<file path="config.mk">
export PLATFORM = sky130hd
export DESIGN_NAME = e3_los_monitor
export DESIGN_NICKNAME = d
export VERILOG_FILES = /design/src/rtl/e3_los_monitor.sv
export SDC_FILE = /design/constraint.sdc
export NUM_CORES = 1
export LEC_CHECK = 0
export BUFFER_PORTS_ARGS = -buffer_cell sky130_fd_sc_hd__buf_2
export CAP_MARGIN = 20
export CELL_PAD_IN_SITES_DETAIL_PLACEMENT = 0
export CELL_PAD_IN_SITES_GLOBAL_PLACEMENT = 2
export CORE_MARGIN = 2
export CORE_UTILIZATION = 35
export CTS_BUF_LIST = sky130_fd_sc_hd__clkbuf_2 sky130_fd_sc_hd__clkbuf_4 sky130_fd_sc_hd__clkbuf_8
export CTS_CLUSTER_DIAMETER = 60
export DETAILED_ROUTE_END_ITERATION = 8
export GPL_TIMING_DRIVEN = 0
export PLACE_DENSITY_LB_ADDON = 0.25
export SYNTH_ARGS = -nofsm -noshare
export SYNTH_HDL_FRONTEND = slang
export SYNTH_SLANG_ARGS = --single-unit
export TNS_END_PERCENT = 5
</file>
<file path="constraint.sdc">
create_clock -name clk -period 1.7 [get_ports clk]
set_input_delay 0.425 -clock clk [delete_from_list [all_inputs] [get_ports clk]]
set_output_delay 0.425 -clock clk [all_outputs]
set_load 0.005 [all_outputs]
</file>
<file path="src/rtl/e3_los_monitor.sv">
module e3_los_monitor #(
  parameter int DECLARE_LEN = 32,
  parameter int CLEAR_LEN   = 32,
  parameter int ZRUN_LEN    = 4
) (
  input  logic clk,
  input  logic rst_n,
  input  logic bit_vld,
  input  logic bit_in,
  output logic los,
  output logic los_chg
);
  localparam int ZW = $clog2(DECLARE_LEN + 1);
  localparam int CW = $clog2(CLEAR_LEN + 1);
  localparam logic [ZW-1:0] Z_MAX  = ZW'(DECLARE_LEN);
  localparam logic [ZW-1:0] Z_DECL = ZW'(DECLARE_LEN - 1);
  localparam logic [ZW-1:0] Z_RUN  = ZW'(ZRUN_LEN - 1);
  localparam logic [CW-1:0] C_LAST = CW'(CLEAR_LEN - 1);

  logic [ZW-1:0] zcnt;
  logic [CW-1:0] ccnt;
  logic          zero_in, run_done, declare, clear;

  assign zero_in  = bit_vld && !bit_in;
  assign run_done = zero_in && (zcnt >= Z_RUN);
  assign declare  = !los && zero_in && (zcnt == Z_DECL);
  assign clear    = los && bit_vld && !run_done && (ccnt == C_LAST);

  always_ff @(posedge clk or negedge rst_n) begin
    if (!rst_n) begin
      zcnt <= '0;
    end else if (bit_vld) begin
      if (bit_in)             zcnt <= '0;
      else if (zcnt != Z_MAX) zcnt <= zcnt + 1'b1;
    end
  end

  always_ff @(posedge clk or negedge rst_n) begin
    if (!rst_n) begin
      ccnt <= '0;
    end else if (!los || clear || run_done) begin
      ccnt <= '0;
    end else if (bit_vld) begin
      ccnt <= ccnt + 1'b1;
    end
  end

  always_ff @(posedge clk or negedge rst_n) begin
    if (!rst_n) begin
      los     <= 1'b0;
      los_chg <= 1'b0;
    end else begin
      los_chg <= declare || clear;
      if (declare)    los <= 1'b1;
      else if (clear) los <= 1'b0;
    end
  end
endmodule

</file>
Word level (Yosys, flattened, before mapping)
Cells that the tools add are included.
{"block": "word_totals", "ff_bits": 14, "wordCells": 33, "in_bits": 4}
{"block": "classes", "muxes": 6, "reduce_logical": 17, "add_sub_neg": 2, "eq_ne": 3, "n_lt_le_gt_ge": 1}
{"operator": "2-to-1 mux 6 bit", "count": 4}
{"operator": "adder 6 x 1 -> 6 bit, second input constant", "count": 2}
{"operator": "== test 6 x 5 -> 1 bit, second input constant", "count": 2}
{"operator": "logical AND 1 bit", "count": 7}
{"operator": ">= comparator 6 x 2 -> 1 bit, second input constant", "count": 1}
{"operator": "inequality test 6 bit, second input constant", "count": 1}
{"operator": "nonzero test 2 bit", "count": 3}
{"operator": "zero test 1 bit", "count": 3}
{"operator": "logical OR 1 bit", "count": 3}
{"operator": "2-to-1 mux 1 bit", "count": 2}
{"operator": "AND reduction 2 bit", "count": 1}

Depth between registers and ports, before layout
{"block": "logic_depth", "ltp_word": 9, "mapped_depth": 5, "depth_no_buf": 5}

Least setup slack after synthesis
OpenSTA, ideal clock, no wires.
{"block": "synth_timing", "path_type": "flip-flop to flip-flop", "startpoint": "reg zcnt[0]", "endpoint": "reg zcnt[0]", "t_arrival_ns": 1.351, "setup_ns": 0.127, "path_stages_with_launch": 6, "path_buffers": 0, "setup_slack_ns": 0.222, "required_ns": 1.573, "path_cell_list": "dfrtp_1 > inv_1 > ha_1 > nand3b_4 > o41ai_2 > mux2_1"}
{"block": "synth_between", "elab_chain_cells": 3, "elab_cells_between_ends": 6, "classes_between": "add/sub: 1; eq/ne: 1; mux: 2; reduce/logical: 2"}
{"element": "start: declaration", "line": "20", "rtl": "logic [ZW-1:0] zcnt;"}
{"element": "start signal: assignment", "line": "34", "rtl": "else if (zcnt != Z_MAX) zcnt <= zcnt + 1'b1;"}
{"element": "adder 6 x 1 -> 6 bit / inequality test 6 bit (equally long branches)", "line": "34"}
{"element": "2-to-1 mux 6 bit / nonzero test 2 bit (equally long branches)"}
{"element": "2-to-1 mux 6 bit / AND reduction 2 bit (equally long branches)"}
Several ways; a longest one is shown, not always the timed one. The select of a mux whose other input is x is not followed.
A chain may end at the register's enable or synchronous reset.

Final worst setup path
Same ends and word-level chain as after synthesis.

==> flow_summary_export.csv <==
group,metric,value,unit
outcome,status,"finished clean",
logic_synthesis,syn_area,805,sq um
critical_path,criticalPathCategory,"register to register",
critical_path,cp_top_family,"flip-flops",
timing,skew,0.00434,ns
die,coreArea,2190,sq um
grt,grt_max_degree,15,
clock_tree,cts_hold_buffers,0,
logic_synthesis,synthTopCellsByArea,"dfrtp_1 (44%), ha_1 (4.7%), xor2_1 (4.4%), mux2i_1 (3.7%), nand4_1 (3.1%)",
logic_synthesis,synth-edff-count,0,
grt,grt_pass1_vias,570,
finish,drive_above_1_share,18.5,%
place,hpwl,1070,microns
critical_path,critical_path.max_fanout,5,
critical_path,crit_path_cell_trace,"inv_1, ha_1, nand3b_4, o41ai_4, mux2_1",
die,dieArea,2700,sq um
logic_synthesis,synth_ff_type,"dfrtp_1",
clock_tree,tritoncts_num_sinks,14,
timing,fin_tns_setup,0,ns
critical_path,critPathLaunchType,"register",
die,io_pins,6,
die,num_rows,17,
clock_tree,clock_latency,0.28,ns
place,gp_congestion,0.707,
critical_path,required,1.87,ns
logic_synthesis,yosys.area.top_type,"dfrtp_1",
route,wl_per_cell,13.7,microns
flow_run,cap_violations,0,
finish,fillers,222,
critical_path,crit_arrival,1.74,ns
die,die_h,51.9,microns
place,port_buffers,4,
critical_path,rr_worst_depth,5,
pwr,ir_drop,0.402,mV
logic_synthesis,yosysUniqueCellTypes,33,
finish,nNetsFinal,90,
pwr,leakage,0.408,nW
route,dr.pass1.iters,3,
finish,diodes,0,
logic_synthesis,yosysWarnings,0,
logic_synthesis,synth_seq_cells,14,
grt,grtUsageTotal,13.5,%
critical_path,r2r-end,"zcnt[0]",
die,initial_core_util,36.7,%
clock_tree,cts_tree,"built",
logic_synthesis,async_flop_share,100,%
logic_synthesis,syn_avg_cell_area,10.9,sq um
timing,finalCritPeriodShare,92.5,%
grt,grt_pass1_wl,2650,microns
timing,min_period,1.57,ns
critical_path,path_buf_inv,1,
timing,finalSetupViolCount,0,
min_path,hold_class,"input pin to async pin",
logic_synthesis,synth_top_area_share,43.5,%
grt,antenna_found_initial,0,
critical_path,crit_path_max_incr_delay,0.43,ns
logic_synthesis,synth_common_cells,"dfrtp_1 (14), inv_1 (5), nand4_1 (4), nor3_1 (4), xor2_1 (4)",
timing,worstMarginPinSlew,0.403,ns
route,vias_per_cell,5.25,
route,drcViolationCount,0,
grt,gr-total-overflow,0,
timing,max_freq,636,MHz
critical_path,timing.rr.start,"zcnt[0]",
clock_tree,cts_made_buffers,3,
route,finalWirelength,1490,microns
logic_synthesis,synthCells,74,
timing,max-slew-margin-rel,73.0,%
route,ant_nets,0,
route,vias,572,
clock_tree,clk_pin_slew,0.09,ns
route,drt-initial-drc-count,9,
finish,final_util,40.8,%
clock_tree,cts-root-buf,"clkbuf_4",
finish,synthToLayoutAreaGrowth,11.0,%
timing,hold_viol,0,
critical_path,cp-end-kind,"register",
timing,rsz0062_at_grt,"false",
logic_synthesis,syn_nets,81,
pwr,pwr_density_cell,1070,nW/um^2
die,die_x,51.9,microns
critical_path,cp_slowest_cell,"dfrtp_1",
timing,drv_slew,0,
clock_tree,h-tree-depth,1,
logic_synthesis,post-synth-top-count-cell,"dfrtp_1",
critical_path,r2r_slack,0.13,ns
clock_tree,cts_max_path_buffers,2,
logic_synthesis,ys_seq_area_share,43.5,%
## timing repair
| action | in CTS | in global routing |
|---|---|---|
| setup endpoints to repair | 0 | 1 |
| setup buffers | 0 | 0 |
| resized for setup | 0 | 1 |
## metal layers
| layer | vias up | track usage (%) | wire length (microns) | part of all wire [%] |
|---|---|---|---|---|
| li1 | 290 | - | - | - |
| met1 | 275 | 18.9 | 785 | 53 |
| met2 | 5 | 19.2 | 652 | 44 |
| met3 | 2 | 2.59 | 39 | 2.6 |
| met4 | 0 | 7.89 | 14 | 0.94 |
| met5 | - | 0 | 0 | 0 |
## report_power, final
group / switching, W / internal, W
Combinational: 0.000132 / 0.000127
Sequential: 0.000101 / 0.000412
Clock: 0.000106 / 0.0000820
Total: 0.000339 / 0.000621
## layout by cell type, fill, tap and decap left out, types with 2 or more instances in the layout
cell,netlist,routed
inv_1,5,5
nand2_1,3,3
dfrtp_1,14,14
buf_2,1,5
nor3_2,2,2
ha_1,3,3
o21ai_0,2,2
nand2b_1,2,2
nor3_1,4,4
clkbuf_4,0,3
nand3_1,2,2
xor2_1,4,4
nor2_1,3,3
nand4_1,4,4
or3_1,3,3
mux2i_1,3,3
nor3b_1,2,2
## how the worst max path moves through the flow
| stage | slack, ns | from | depth (start not counted) | end |
|---|---|---|---|---|
| detailed placement | 0.08 | zcnt[0] | 5 | zcnt[0] |
| floorplan | 0.22 | zcnt[0] | 5 | zcnt[0] |
| global route | 0.003 | zcnt[0] | 5 | zcnt[0] |
| finish | 0.13 | zcnt[0] | 5 | zcnt[0] |
| global placement | 0.09 | zcnt[0] | 5 | zcnt[0] |
| CTS | 0.07 | zcnt[0] | 5 | zcnt[0] |
## stage by stage
step | power (W) | hold slack, ns | worst slack [ns] | instance area [sq um] | instances
4_1_cts | 0.000966 | 0.0406 | 0.0699 | 882 | 109
2_1_floorplan | 0.000703 | 0.129 | 0.222 | 805 | 74
5_1_grt | 0.00103 | 0.0578 | 0.00278 | 893 | 109
3_3_place_gp | 0.000770 | 0.353 | 0.0935 | 860 | 106
6_report | 0.000960 | 0.0311 | 0.128 | 893 | 109
3_5_place_dp | 0.000774 | 0.351 | 0.0825 | 860 | 106
## registers in the layout, summed over array words and instances (netlist names)
| name | cells |
|---|---|
| los_chg | 1 |
| los | 1 |
| ccnt | 6 |
| zcnt | 6 |
## logic make-up (layout without fill, tap and decap cells)
family	after synthesis	after routing	synth area share, %
AND/OR/NAND/NOR	29	29	23.2
flip-flops	14	14	43.5
AO/OA/AOI/OAI	12	12	13.7
buffers and inverters	7	14	4.35
XOR/XNOR	5	5	5.44
multiplexers	4	4	5.13
adder cells (fa/ha/maj)	3	3	4.67
## final cells by class
| type | instances | area (sq um) | share of cell area (%) |
|---|---|---|---|
| Multi-Input combinational cell | 53 | 430 | 48.2 |
| Sequential cell | 14 | 350 | 39.2 |
| Tap cell | 28 | 35.0 | 3.92 |
| Clock buffer | 3 | 22.5 | 2.52 |
| Timing Repair Buffer | 4 | 20.0 | 2.24 |
| Inverter | 5 | 18.8 | 2.10 |
| Buffer | 2 | 16.3 | 1.82 |
No activity file was read; power rests on OpenSTA's default activity.
